--- src/rtl/mbb_pkg.sv ---
package mbb_pkg;
  localparam int ADDR_LO_W = 8;
  localparam int ADDR_HI_W = 8;
  localparam int ADDR_W    = ADDR_LO_W + ADDR_HI_W;
  localparam int DATA_W    = ADDR_LO_W;
  localparam int SYNC_DEPTH = 2;

  // Strobe bundle order on the synchronizer: {wr_n, rd_n, ale}
  typedef struct packed {
    logic wr_n;
    logic rd_n;
    logic ale;
  } strobe_t;

  localparam strobe_t STROBE_IDLE = '{wr_n: 1'b1, rd_n: 1'b1, ale: 1'b0};
endpackage

--- src/rtl/mbb_sync.sv ---
module mbb_sync #(
  parameter int          WIDTH   = 1,
  parameter int          STAGES  = 2,
  parameter logic [WIDTH-1:0] RST_VAL = '0
) (
  input  logic             clk,
  input  logic             rst,
  input  logic [WIDTH-1:0] d,
  output logic [WIDTH-1:0] q
);
  logic [WIDTH-1:0] stage_q [STAGES];

  for (genvar s = 0; s < STAGES; s++) begin : g_stage
    if (s == 0) begin : g_first
      always_ff @(posedge clk) begin
        if (rst) stage_q[s] <= RST_VAL;
        else     stage_q[s] <= d;
      end
    end else begin : g_next
      always_ff @(posedge clk) begin
        if (rst) stage_q[s] <= RST_VAL;
        else     stage_q[s] <= stage_q[s-1];
      end
    end
  end

  assign q = stage_q[STAGES-1];
endmodule

--- src/rtl/mbb_addr_latch.sv ---
module mbb_addr_latch #(
  parameter int LO_W = 8,
  parameter int HI_W = 8,
  localparam int AW  = LO_W + HI_W
) (
  input  logic            clk,
  input  logic            rst,
  input  logic            ale_s,
  input  logic [LO_W-1:0] lo_d,
  input  logic [HI_W-1:0] hi_d,
  output logic [AW-1:0]   addr_q
);
  // Follow the aligned bus while the address strobe is high; freeze after.
  always_ff @(posedge clk) begin
    if (rst)        addr_q <= '0;
    else if (ale_s) addr_q <= {hi_d, lo_d};
  end

  assert_addr_frozen_R3: assert property (@(posedge clk) disable iff (rst)
    (!ale_s && !$past(ale_s)) |=> $stable(addr_q));
endmodule

--- src/rtl/mbb_strobe_ctrl.sv ---
module mbb_strobe_ctrl #(
  parameter int DW = 8
) (
  input  logic          clk,
  input  logic          rst,
  input  logic          wr_n_s,
  input  logic          rd_n_s,
  input  logic [DW-1:0] bus_d,
  input  logic [DW-1:0] rd_data_i,
  output logic          wr_stb,
  output logic          rd_stb,
  output logic [DW-1:0] wr_data,
  output logic [DW-1:0] rd_data_q
);
  logic wr_n_prev, rd_n_prev;
  logic wr_rise, rd_fall;

  assign wr_rise = wr_n_s & ~wr_n_prev;
  assign rd_fall = ~rd_n_s & rd_n_prev;

  always_ff @(posedge clk) begin
    if (rst) begin
      wr_n_prev <= 1'b1;
      rd_n_prev <= 1'b1;
      wr_stb    <= 1'b0;
      rd_stb    <= 1'b0;
    end else begin
      wr_n_prev <= wr_n_s;
      rd_n_prev <= rd_n_s;
      wr_stb    <= wr_rise;
      rd_stb    <= rd_fall;
    end
  end

  // Write data tracks the aligned bus while the write strobe is low.
  always_ff @(posedge clk) begin
    if (rst)          wr_data <= '0;
    else if (!wr_n_s) wr_data <= bus_d;
  end

  // Read data from the register logic is registered while reading.
  always_ff @(posedge clk) begin
    if (rst)          rd_data_q <= '0;
    else if (!rd_n_s) rd_data_q <= rd_data_i;
  end

  assert_wr_single_R4: assert property (@(posedge clk) disable iff (rst)
    wr_stb |=> !wr_stb);
  assert_rd_single_R6: assert property (@(posedge clk) disable iff (rst)
    rd_stb |=> !rd_stb);
  assert_wdata_settled_R5: assert property (@(posedge clk) disable iff (rst)
    wr_stb |-> $stable(wr_data));
endmodule

--- src/rtl/mux_bus_bridge.sv ---
module mux_bus_bridge
  import mbb_pkg::*;
(
  input  logic                 clk,
  input  logic                 rst,
  input  logic                 ale_i,
  input  logic                 rd_n_i,
  input  logic                 wr_n_i,
  input  logic [ADDR_LO_W-1:0] ad_i,
  input  logic [ADDR_HI_W-1:0] ah_i,
  input  logic [DATA_W-1:0]    rd_data_i,
  output logic [DATA_W-1:0]    ad_o,
  output logic                 ad_oe,
  output logic [ADDR_W-1:0]    addr_o,
  output logic                 wr_stb_o,
  output logic                 rd_stb_o,
  output logic [DATA_W-1:0]    wr_data_o
);
  strobe_t strb_raw, strb_s;
  logic [ADDR_LO_W-1:0] lo_d;
  logic [ADDR_HI_W-1:0] hi_d;

  assign strb_raw = '{wr_n: wr_n_i, rd_n: rd_n_i, ale: ale_i};

  mbb_sync #(.WIDTH(3), .STAGES(SYNC_DEPTH), .RST_VAL(STROBE_IDLE)) u_strb_sync (
    .clk(clk), .rst(rst), .d(strb_raw), .q(strb_s));

  // Bus bytes get the same delay so they line up with the strobes.
  mbb_sync #(.WIDTH(ADDR_LO_W), .STAGES(SYNC_DEPTH), .RST_VAL('0)) u_lo_dly (
    .clk(clk), .rst(rst), .d(ad_i), .q(lo_d));
  mbb_sync #(.WIDTH(ADDR_HI_W), .STAGES(SYNC_DEPTH), .RST_VAL('0)) u_hi_dly (
    .clk(clk), .rst(rst), .d(ah_i), .q(hi_d));

  mbb_addr_latch #(.LO_W(ADDR_LO_W), .HI_W(ADDR_HI_W)) u_addr (
    .clk(clk), .rst(rst), .ale_s(strb_s.ale), .lo_d(lo_d), .hi_d(hi_d),
    .addr_q(addr_o));

  mbb_strobe_ctrl #(.DW(DATA_W)) u_ctrl (
    .clk(clk), .rst(rst), .wr_n_s(strb_s.wr_n), .rd_n_s(strb_s.rd_n),
    .bus_d(lo_d), .rd_data_i(rd_data_i), .wr_stb(wr_stb_o), .rd_stb(rd_stb_o),
    .wr_data(wr_data_o), .rd_data_q(ad_o));

  // Output enable follows the raw read strobe so the port frees at once.
  assign ad_oe = ~rd_n_i & ~rst;

  assert_rd_inside_strobe_R6: assert property (@(posedge clk) disable iff (rst)
    rd_stb_o |-> ad_oe);
  assert_no_dual_request_R9: assert property (@(posedge clk) disable iff (rst)
    !(wr_stb_o && rd_stb_o));
endmodule

--- config.mk ---
export PLATFORM = sky130hd
export DESIGN_NAME = mux_bus_bridge
export DESIGN_NICKNAME = d
export VERILOG_FILES = /design/src/rtl/mbb_pkg.sv /design/src/rtl/mbb_sync.sv /design/src/rtl/mbb_addr_latch.sv /design/src/rtl/mbb_strobe_ctrl.sv /design/src/rtl/mux_bus_bridge.sv
export SDC_FILE = /design/constraint.sdc
export NUM_CORES = 1
export LEC_CHECK = 0
export BUFFER_PORTS_ARGS = -buffer_cell sky130_fd_sc_hd__buf_2
export CAP_MARGIN = 20
export CELL_PAD_IN_SITES_DETAIL_PLACEMENT = 0
export CELL_PAD_IN_SITES_GLOBAL_PLACEMENT = 1
export CORE_UTILIZATION = 39
export CTS_BUF_LIST = sky130_fd_sc_hd__clkbuf_4 sky130_fd_sc_hd__clkbuf_8 sky130_fd_sc_hd__clkbuf_16
export CTS_CLUSTER_SIZE = 20
export DETAILED_ROUTE_END_ITERATION = 6
export HOLD_SLACK_MARGIN = 0.03
export PLACE_DENSITY_LB_ADDON = 0.12
export SKIP_CTS_REPAIR_TIMING = 1
export SYNTH_ARGS = -nofsm -noshare
export SYNTH_HDL_FRONTEND = slang
export SYNTH_SLANG_ARGS = --single-unit
export TNS_END_PERCENT = 20
--- constraint.sdc ---
create_clock -name clk -period 1 [get_ports clk]
set_input_delay 0.2 -clock clk [delete_from_list [all_inputs] [get_ports clk]]
set_output_delay 0.2 -clock clk [all_outputs]
set_load 0.02 [all_outputs]
==> impl_results.md, run 1 <==
- Run status: finished, violations left
- Failing checks: negative setup slack
- DRC errors left: 0
- Area growth from synthesis to layout: 39.2%
- Final WS setup: -0.0208 ns
- DP Area: 2690 sq um
- WS Path Type: reg2out
- # nets final: 292
- Core Region: 5570 sq um
- Routed vias: 1406
- #FFs+latches synth: 74
- Synth warn: 0
- Crit path time final: 1.02 ns
- Starting Density: 0.410
- Final Cell Area: 3180 sq um
- Critical Path Slowest Stage Cell: dfxtp_1
- Post-Syn Area per Cell: 11.8 sq um
- CTS tree: built
- H-tree depth: 3
- CP top delay family: flip-flops
- Synth Area in Compound Gates: 0
- HPWL after DPL: 2.40 mm
- CTS max path bufs: 2
- Period utilisation layout: 1.02
- Sequential fraction of the synthesis area: 0.648
- Most common cell after layout, fill and taps aside: dfxtp_1
- Synth top area share: 0.648
- Buf+Inv Stages, Crit Path: 1
- RSZ-0062 raised after global routing: true
- Slew Viols, Final: 0
- Worst setup path end: wr_data_o[4]
- Worst vdd ir: 0.944 mV
- # setup viols final: 2
- XOR/XNOR Fraction of Synth Area: 0
- Worst Hold Class: in2reg
- Clock Sinks: 74
- CTS Root Cell: clkbuf_8
- Routed len/inst: 10.7 um
- Pre-antenna DRT Iters: 4
- IO Count: 64
- Reg-to-Reg End: u_addr.addr_q[15]$_SDFFE_PP0P_
- Initial antenna violation count: 0
- Tightest Pin Transition: 0.267 ns
- Max FO, Critical Path: 2
- Clk_skew: 0.00408 ns
- Cells after Synth: 194
- Max_slew headroom: 0.822
- Hold WS: 0.0470 ns
- Flop2flop setup slack: 0.11 ns
- PortBufs: 63
- Static leakage: 1.45 nW
- Vias per inst: 4.14
- Crit-path cells: buf_4
- Vias in the first global route: 1195
- N_diodes: 0
- Initial DRC count: 67
- Total gr overflow: 0
- Most frequent cells in the layout: 40 x dfxtp_1, 34 x nor2b_1, 34 x dfxtp_2, 33 x nor2_1, 33 x buf_6
- Synth cell types: 11
- Gr usage total: 0.124
- Crit Reg-Reg Startpoint: u_strb_sync.stage_q[1][0]$_SDFF_PP0_
- # rows: 27
- Max Clock Freq: 0.980 GHz
- MaxCap Viol Count: 0
- Ratio of cells with drive above 1 in the final layout: 0.451
- Mapped Area: 2280 sq um
- Power Dens Cells: 1930 nW/um^2
- Core Util, Final: 0.570
- Worst Path Arrival: 0.82 ns
- Post-synthesis mux area share: 0.140
- Largest net degree at the start of global routing: 42
- Worst-path clk slew: 0.07 ns
- Worst Path Required: 0.80 ns
- DIE HEIGHT: 78.5 um
- Die X: 78.5 um
- Adder-Cell Fraction of Synth Area: 0
- Fillers: 504
- Crit end category: output pin
- Simple-Gate Fraction of Synth Area: 0.166
- Cell taking the most area after synthesis: dfxtp_1
- Syn_nets: 223
- Final hold viol count: 0
- Critical Path Max Stage Delay: 0.34 ns
- Final wirelength: 3.64 mm
- Placer Congestion: 0.738
- Worst skew pair latency: 0.33 ns
- CP Depth: 1
- Largest family of logic cells by synthesized area: simple AND/OR/NAND/NOR gates
- Num CTS Buffers: 9
- Worst reg2reg path depth: 3
- Global-route wire length before repair: 5.68 mm
- CP startpoint kind: register
- Synth area leaders: dfxtp_1 65%, mux2i_1 14%, nor2b_1 9.3%, nor2_1 5.6%, buf_2 1.5%
- Crit. Startpoint: u_ctrl.wr_data[4]$_SDFFE_PP0N_
- ANT nets after route: 0
- Die area: 6170 sq um
[layout make-up]
cell class | instances | area [sq um] | share of cell area
Sequential cell | 74 | 1520 | 0.479
Multi-Input combinational cell | 106 | 702 | 0.221
Timing Repair Buffer | 70 | 614 | 0.193
Clock buffer | 11 | 139 | 0.0437
Clock inverter | 5 | 103 | 0.0323
Tap cell | 72 | 90.1 | 0.0283
Inverter | 2 | 7.51 | 0.00236
[registers in the layout (all words and copies together), names as in the netlist]
register,cells
u_addr.addr_q,16
u_ctrl.rd_data_q,8
u_ctrl.rd_n_prev,1
u_ctrl.rd_stb,1
u_ctrl.wr_data,8
u_ctrl.wr_n_prev,1
u_ctrl.wr_stb,1
u_hi_dly.stage_q,16
u_lo_dly.stage_q,16
u_strb_sync.stage_q,6
[cell families after synthesis]
family,after synthesis
buffers and inverters,14
flip-flops,74
AND/OR/NAND/NOR,74
multiplexers,32
[stage by stage]
stage	cells	worst slack, ns	power, mW	setup TNS (ns)
CTS	340	-0.0726	6.19	-1.81
floorplan	194	0.0958	3.34	0
global route	340	-0.0673	6.40	-0.554
detailed placement	324	-0.0407	3.46	-0.164
finish	340	-0.0208	6.14	-0.0322
global placement	324	-0.0134	3.46	-0.0559
[synth_stat cells]
cell      n
or2_1     5
buf_4     1
dfxtp_1  74
nor3b_1   1
inv_1     2
buf_12    1
nor2b_1  34
buf_2     7
mux2i_1  32
nor2_1   34
buf_6     3
[power breakdown]
group          switching, mW  internal (mW)
logic                  0.147          0.187
registers             0.0434           3.05
clock network           1.00           1.71
total                   1.19           4.94
[worst min path at each step]
stage / end / startpoint / depth (start not counted)
finish: u_strb_sync.stage_q[0][1]$_SDFF_PP1_ / rd_n_i / 3
global route: u_strb_sync.stage_q[0][2]$_SDFF_PP1_ / wr_n_i / 2
CTS: u_strb_sync.stage_q[0][1]$_SDFF_PP1_ / rd_n_i / 3
detailed placement: u_ctrl.wr_stb$_SDFF_PP0_ / u_ctrl.wr_n_prev$_SDFF_PP1_ / 1
global placement: u_strb_sync.stage_q[0][1]$_SDFF_PP1_ / rd_n_i / 3
floorplan: u_strb_sync.stage_q[0][2]$_SDFF_PP1_ / wr_n_i / 1
[routing by layer]
metal / vias up / GRT usage / share of wire
li1: 747 / - / -
met2: 47 / 0.170 / 0.45
met3: 9 / 0.0419 / 0.060
met5: - / 0 / 0
met4: 0 / 0.0944 / 0.021
met1: 603 / 0.158 / 0.47
Power figures use the tool's default switching activity.
==> run 2, diff against run 1 <==
--- a/config.mk
+++ b/config.mk
@@ -9,7 +9,7 @@
 export CAP_MARGIN = 20
 export CELL_PAD_IN_SITES_DETAIL_PLACEMENT = 0
 export CELL_PAD_IN_SITES_GLOBAL_PLACEMENT = 1
-export CORE_UTILIZATION = 39
+export CORE_UTILIZATION = 40
 export CTS_BUF_LIST = sky130_fd_sc_hd__clkbuf_4 sky130_fd_sc_hd__clkbuf_8 sky130_fd_sc_hd__clkbuf_16
 export CTS_CLUSTER_SIZE = 20
 export DETAILED_ROUTE_END_ITERATION = 6
@@ -18,5 +18,6 @@
 export SKIP_CTS_REPAIR_TIMING = 1
 export SYNTH_ARGS = -nofsm -noshare
 export SYNTH_HDL_FRONTEND = slang
+export SYNTH_HIERARCHICAL = 1
 export SYNTH_SLANG_ARGS = --single-unit
 export TNS_END_PERCENT = 20
==> impl_results.md, run 2 <==
- Largest net degree at the start of global routing: 24 (was 42)
- Initial antenna violation count: 0 (unchanged)
- Worst Path Required: 0.80 ns (about the same)
- Crit end category: output pin (unchanged)
- Synth cell types: 17 (was 11)
- Crit path time final: 1.02 ns (about the same)
- Synth top cells by count: 74 x dfxtp_1, 33 x nor2_1, 32 x mux2i_1, 14 x nor2b_2, 12 x and2b_2 (was 74 x dfxtp_1, 34 x nor2_1, 34 x nor2b_1, 32 x mux2i_1, 7 x buf_2)
- Pre-antenna DRT Iters: 2 (was 4)
- Die X: 78.7 um (was 78.5 um)
- Tightest Pin Transition: 0.128 ns (was 0.267 ns)
- Vias in the first global route: 1239 (was 1195)
- RSZ-0062 raised after global routing: true (unchanged)
- Slew Viols, Final: 0 (unchanged)
- # nets final: 299 (was 292)
- Power Dens Cells: 1830 nW/um^2 (was 1930 nW/um^2)
- CP startpoint kind: register (unchanged)
- Max FO, Critical Path: 2 (unchanged)
- Ratio of cells with drive above 1 in the final layout: 0.560 (was 0.451)
- Die area: 6200 sq um (was 6170 sq um)
- Reg-to-Reg End: u_addr/addr_q[9]$_SDFFE_PP0P_ (was u_addr.addr_q[15]$_SDFFE_PP0P_)
- Crit-path cells: buf_6 (was buf_4)
- N_diodes: 0 (unchanged)
- Final WS setup: -0.0172 ns (was -0.0208 ns)
- DIE HEIGHT: 78.7 um (was 78.5 um)
- Gr usage total: 0.130 (was 0.124)
- Post-Syn Area per Cell: 12.3 sq um (was 11.8 sq um)
- #FFs+latches synth: 74 (unchanged)
- CTS tree: built (unchanged)
- Most frequent cell after synthesis: dfxtp_1 (unchanged)
- Static leakage: 1.54 nW (was 1.45 nW)
- Syn_nets: 221 (was 223)
- Global-route wire length before repair: 5.84 mm (was 5.68 mm)
- HPWL after DPL: 2.51 mm (was 2.40 mm)
- Vias per inst: 4.20 (was 4.14)
- ANT nets after route: 0 (unchanged)
- MaxCap Viol Count: 0 (unchanged)
- Routed len/inst: 10.6 um (was 10.7 um)
- DRC errors left: 0 (unchanged)
- Sequential fraction of the synthesis area: 0.629 (was 0.648)
- EDFF count, synth: 0 (unchanged)
- Hold Path End: u_strb_sync/stage_q[0][1]$_SDFF_PP1_ (was u_strb_sync.stage_q[0][1]$_SDFF_PP1_)
- Synth warn: 6 (was 0)
- Final wirelength: 3.69 mm (was 3.64 mm)
- Hold WS: 0.0608 ns (was 0.0470 ns)
- Worst-path clk slew: 0.07 ns (about the same)
- Largest regs: u_addr/addr_q (16), u_hi_dly/stage_q (16), u_lo_dly/stage_q (16) (was u_addr.addr_q (16), u_hi_dly.stage_q (16), u_lo_dly.stage_q (16))
- Period utilisation layout: 1.02 (about the same)
- Cells after Synth: 192 (was 194)
- CP top delay family: flip-flops (unchanged)
- Post-synth top flop: dfxtp_1 (unchanged)
- Hold path start: rd_n_i (unchanged)
- Final hold viol count: 0 (unchanged)
- Synth top area share: 0.629 (was 0.648)
- WS Path Type: reg2out (unchanged)
- # rows: 27 (unchanged)
- Worst hold path stage count: 2 (was 3)
- Worst skew pair latency: 0.33 ns (about the same)
- CP Depth: 1 (unchanged)
- Worst Hold Class: in2reg (unchanged)
- PortBufs: 63 (unchanged)
- # setup viols final: 1 (was 2)
- CTS max path bufs: 2 (unchanged)
- Flop2flop setup slack: 0.08 ns (was 0.11 ns)
- Area growth from synthesis to layout: 41.0% (was 39.2%)
- IO Count: 64 (unchanged)
- Most common cell after layout, fill and taps aside: dfxtp_1 (unchanged)
- Max_slew headroom: 0.912 (was 0.822)
- Crit Reg-Reg Startpoint: u_strb_sync/stage_q[1][0]$_SDFF_PP0_ (was u_strb_sync.stage_q[1][0]$_SDFF_PP0_)
- H-tree depth: 3 (unchanged)
- Clk_skew: 0.00787 ns (was 0.00408 ns)
- Ys async rst share: 0 (unchanged)
- Run status: finished, violations left (unchanged)
- Starting Density: 0.422 (was 0.410)
- Most frequent cells in the layout: 40 x dfxtp_1, 35 x buf_6, 34 x dfxtp_2, 33 x nor2_1, 32 x mux2i_1 (was 40 x dfxtp_1, 34 x nor2b_1, 34 x dfxtp_2, 33 x nor2_1, 33 x buf_6)
- Cell taking the most area after synthesis: dfxtp_1 (unchanged)
- Buf+Inv Stages, Crit Path: 1 (unchanged)
- Total gr overflow: 0 (unchanged)
- Placer Congestion: 0.676 (was 0.738)
- Core Region: 5570 sq um (unchanged)
- Routed vias: 1458 (was 1406)
- Failing checks: negative setup slack (unchanged)
- Critical Path Max Stage Delay: 0.36 ns (was 0.34 ns)
- Worst Path Arrival: 0.82 ns (about the same)
- Mapped Area: 2350 sq um (was 2280 sq um)
- Clock Sinks: 74 (unchanged)
- Num CTS Buffers: 9 (unchanged)
- Worst reg2reg path depth: 3 (unchanged)
- CTS Root Cell: clkbuf_8 (unchanged)
- Initial DRC count: 27 (was 67)
- Critical Path Slowest Stage Cell: dfxtp_2 (was dfxtp_1)
- Max Clock Freq: 0.983 GHz (was 0.980 GHz)
- Synth area leaders: dfxtp_1 63%, mux2i_1 14%, nor2_1 5.3%, nor2b_2 5.2%, and2b_2 4.5% (was dfxtp_1 65%, mux2i_1 14%, nor2b_1 9.3%, nor2_1 5.6%, buf_2 1.5%)
- Setup_tns: -0.0172 ns (was -0.0322 ns)
- Worst vdd ir: 1.19 mV (was 0.944 mV)
==> run 2: through the flow <==
| step | utilization | worst slack, ns | std cells | area (sq um) | power (mW) |
|---|---|---|---|---|---|
| 2_1_floorplan | - | 0.0991 | 192 | 2350 | 3.36 |
| 4_1_cts | 0.546 | -0.0901 | 345 | 3040 | 6.12 |
| 3_3_place_gp | 0.503 | 0.118 | 329 | 2810 | 3.50 |
| 3_5_place_dp | 0.503 | 0.102 | 329 | 2810 | 3.50 |
| 5_1_grt | 0.596 | -0.0467 | 347 | 3320 | 6.35 |
| 6_report | 0.596 | -0.0172 | 347 | 3320 | 6.09 |
==> run 2: worst max-delay path by stage <==
| stage | startpoint | to | slack, ns |
|---|---|---|---|
| 3_3_place_gp | rst | u_hi_dly/stage_q[0][1]$_SDFF_PP0_ | 0.12 |
| 5_1_grt | u_addr/addr_q[1]$_SDFFE_PP0P_ | addr_o[1] | -0.05 |
| 3_5_place_dp | u_strb_sync/stage_q[1][0]$_SDFF_PP0_ | u_addr/addr_q[14]$_SDFFE_PP0P_ | 0.10 |
| 4_1_cts | u_addr/addr_q[1]$_SDFFE_PP0P_ | addr_o[1] | -0.09 |
| 2_1_floorplan | u_strb_sync/stage_q[1][0]$_SDFF_PP0_ | u_addr/addr_q[4]$_SDFFE_PP0P_ | 0.1 |
| 6_report | u_addr/addr_q[1]$_SDFFE_PP0P_ | addr_o[1] | -0.02 |
==> run 2: report_power, final <==
part / switching, mW / internal, mW
Clock: 1.02 / 1.60
Combinational: 0.159 / 0.223
Sequential: 0.0380 / 3.05
Total: 1.21 / 4.88
==> run 2: per-layer routing <==
layer / GRT usage / share of wire / routed length, um
met1: 0.170 / 0.48 / 1790
met2: 0.175 / 0.44 / 1620
met3: 0.0414 / 0.049 / 182
met4: 0.100 / 0.027 / 98
met5: 0 / 0 / 0
==> run 2: final cells by class <==
| class | instances | area (sq um) |
|---|---|---|
| tap | 72 | 90.1 |
| clock buffer | 12 | 165 |
| sequential | 74 | 1520 |
| timing repair buffer | 77 | 689 |
| clock inverter | 4 | 72.6 |
| multi-input combinational | 107 | 776 |
| inverter | 1 | 3.75 |
| fill | 470 | 2250 |
==> run 2: logic make-up after synthesis <==
family                 after synthesis  share of synthesized area
muxes                               32                      0.136
buffers and inverters               11                     0.0414
DFF                                 74                      0.629
and+or+nand+nor                     75                      0.193
==> run 3, diff against run 2 <==
--- a/config.mk
+++ b/config.mk
@@ -7,13 +7,13 @@
 export LEC_CHECK = 0
 export BUFFER_PORTS_ARGS = -buffer_cell sky130_fd_sc_hd__buf_2
 export CAP_MARGIN = 20
-export CELL_PAD_IN_SITES_DETAIL_PLACEMENT = 0
+export CELL_PAD_IN_SITES_DETAIL_PLACEMENT = 1
 export CELL_PAD_IN_SITES_GLOBAL_PLACEMENT = 1
 export CORE_UTILIZATION = 40
 export CTS_BUF_LIST = sky130_fd_sc_hd__clkbuf_4 sky130_fd_sc_hd__clkbuf_8 sky130_fd_sc_hd__clkbuf_16
 export CTS_CLUSTER_SIZE = 20
 export DETAILED_ROUTE_END_ITERATION = 6
-export HOLD_SLACK_MARGIN = 0.03
+export HOLD_SLACK_MARGIN = 0.1
 export PLACE_DENSITY_LB_ADDON = 0.12
 export SKIP_CTS_REPAIR_TIMING = 1
 export SYNTH_ARGS = -nofsm -noshare
==> impl_results.md, run 3 (synthesis gave the netlist of run 2 again) <==
- Global-route wire length before repair: 7.03 mm (was 5.84 mm)
- Ratio of cells with drive above 1 in the final layout: 0.525 (was 0.560)
- Worst-path clk slew: 0.07 ns (about the same)
- Crit end category: output pin (unchanged)
- Most frequent cells in the layout: 39 x dfxtp_1, 35 x buf_6, 35 x dfxtp_2, 33 x nor2_1, 32 x mux2i_1 (was 40 x dfxtp_1, 35 x buf_6, 34 x dfxtp_2, 33 x nor2_1, 32 x mux2i_1)
- Die area: 6200 sq um (unchanged)
- Initial DRC count: 65 (was 27)
- CP startpoint kind: register (unchanged)
- ANT nets after route: 0 (unchanged)
- Final hold viol count: 0 (unchanged)
- Failing checks: negative setup slack (unchanged)
- Run status: finished, violations left (unchanged)
- Flop2flop setup slack: 0.08 ns (about the same)
- Core Region: 5570 sq um (unchanged)
- Max Clock Freq: 0.984 GHz (was 0.983 GHz)
- Static leakage: 1.60 nW (was 1.54 nW)
- Initial antenna violation count: 0 (unchanged)
- CP Depth: 1 (unchanged)
- Critical Path Max Stage Delay: 0.36 ns (about the same)
- WS Path Type: reg2out (unchanged)
- Routed vias: 1616 (was 1458)
- MaxCap Viol Count: 0 (unchanged)
- Area growth from synthesis to layout: 46.9% (was 41.0%)
- Routed len/inst: 14.0 um (was 10.6 um)
- Worst setup path end: addr_o[1] (unchanged)
- Clk_skew: 0.00449 ns (was 0.00787 ns)
- DRC errors left: 0 (unchanged)
- Placer Congestion: 0.676 (unchanged)
- Crit path time final: 1.02 ns (about the same)
- # rows: 27 (unchanged)
- Worst Path Arrival: 0.82 ns (about the same)
- Critical Path Slowest Stage Cell: dfxtp_2 (unchanged)
- N_diodes: 0 (unchanged)
- Period utilisation layout: 1.02 (about the same)
- Buf+Inv Stages, Crit Path: 1 (unchanged)
- Pre-antenna DRT Iters: 4 (was 2)
- RSZ-0062 raised after global routing: true (unchanged)
- Final WS setup: -0.0168 ns (was -0.0172 ns)
- HPWL after DPL: 2.90 mm (was 2.51 mm)
- Worst Path Required: 0.80 ns (about the same)
- Slew Viols, Final: 0 (unchanged)
- Max_slew headroom: 0.882 (was 0.912)
- PortBufs: 63 (unchanged)
- Num CTS Buffers: 9 (unchanged)
- Non-filler cells, final: 367 (was 347)
- Placed cells: 329 (unchanged)
- CTS max path bufs: 2 (unchanged)
- Gr usage total: 0.153 (was 0.130)
- Fillers: 570 (was 470)
- Worst vdd ir: 0.804 mV (was 1.19 mV)
- Die X: 78.7 um (unchanged)
- Final wirelength: 5.12 mm (was 3.69 mm)
- Most common cell after layout, fill and taps aside: dfxtp_1 (unchanged)
- DIE HEIGHT: 78.7 um (unchanged)
- Starting Density: 0.422 (unchanged)
- Vias per inst: 4.40 (was 4.20)
- CP top delay family: flip-flops (unchanged)
- Setup_tns: -0.0350 ns (was -0.0172 ns)
- Reg-to-Reg End: u_ctrl/wr_data[4]$_SDFFE_PP0N_ (was u_addr/addr_q[9]$_SDFFE_PP0P_)
- CTS Root Cell: clkbuf_8 (unchanged)
- Tightest Pin Transition: 0.172 ns (was 0.128 ns)
- Largest regs: u_addr/addr_q (16), u_hi_dly/stage_q (16), u_lo_dly/stage_q (16) (unchanged)
- Worst reg2reg path depth: 3 (unchanged)
- Total gr overflow: 0 (unchanged)
- Max FO, Critical Path: 2 (unchanged)
- CTS tree: built (unchanged)
- Crit. Startpoint: u_addr/addr_q[1]$_SDFFE_PP0P_ (unchanged)
- H-tree depth: 3 (unchanged)
- # nets final: 319 (was 299)
- Crit-path cells: buf_6 (unchanged)
- Vias in the first global route: 1478 (was 1239)
- Worst Hold Class: in2reg (unchanged)
- IO Count: 64 (unchanged)
- Clock Sinks: 74 (unchanged)
- Largest net degree at the start of global routing: 24 (unchanged)
- Power Dens Cells: 1620 nW/um^2 (was 1830 nW/um^2)
- # setup viols final: 4 (was 1)
- Worst skew pair latency: 0.34 ns (was 0.33 ns)
- Crit Reg-Reg Startpoint: u_strb_sync/stage_q[1][2]$_SDFF_PP1_ (was u_strb_sync/stage_q[1][0]$_SDFF_PP0_)
==> run 3: cell types whose count changed in the layout (fill, tap and decap cells not counted), sizes merged <==
cell         before  now
clkinv            1    3
clkinvlp          1    0
dlygate4sd3       1   21
bufinv            2    0
clkbuf           12   13
==> run 3: per-stage QoR <==
stage / util / power, mW / worst slack (ns) / instance area (sq um) / hold slack, ns
finish: 0.621 / 5.61 / -0.0168 / 3460 / 0.0950
global route: 0.621 / 5.87 / -0.0419 / 3460 / 0.114
CTS: 0.535 / 5.56 / -0.103 / 2980 / 0.0178
detailed placement: 0.503 / 3.51 / 0.0755 / 2810 / 0.381
global placement: 0.503 / 3.50 / 0.118 / 2810 / 0.380
floorplan: - / 3.36 / 0.0991 / 2350 / 0.272
==> run 3: worst min path at each step <==
stage | slack [ns] | startpoint | cells past startpoint | end
after CTS | 0.02 | wr_n_i | 2 | u_strb_sync/stage_q[0][2]$_SDFF_PP1_
final | 0.09 | rd_data_i[2] | 3 | u_ctrl/rd_data_q[2]$_SDFFE_PP0N_
after detailed placement | 0.38 | u_ctrl/wr_n_prev$_SDFF_PP1_ | 1 | u_ctrl/wr_stb$_SDFF_PP0_
after global placement | 0.38 | u_ctrl/wr_n_prev$_SDFF_PP1_ | 1 | u_ctrl/wr_stb$_SDFF_PP0_
after floorplan | 0.27 | rst | 1 | u_strb_sync/stage_q[0][0]$_SDFF_PP0_
after global routing | 0.11 | rd_data_i[7] | 3 | u_ctrl/rd_data_q[7]$_SDFFE_PP0N_
==> run 3: report_power, final <==
part           internal, mW  switching [mW]  total, mW  leakage (nW)
clock                  1.04            1.02       2.06        0.0974
combinational         0.274           0.183      0.458         0.880
sequential             3.05          0.0432       3.09         0.623
==> run 3: area by class of cell <==
class                   instances  area, sq um  share of cell area
multi-input cells             107          776               0.224
clock buffers                  13          160              0.0463
flip-flops and latches         74         1530               0.441
inverters                       1         3.75             0.00108
clock inverters                 3         15.0             0.00434
well taps                      72         90.1              0.0260
repair buffers                 97          890               0.257
==> run 3: metal layers <==
metal,vias to the layer above,track usage,wire (um)
met3,8,0.0414,193
met1,762,0.198,2210
met2,42,0.224,2620
met5,-,0,0
li1,804,-,-
met4,0,0.100,98
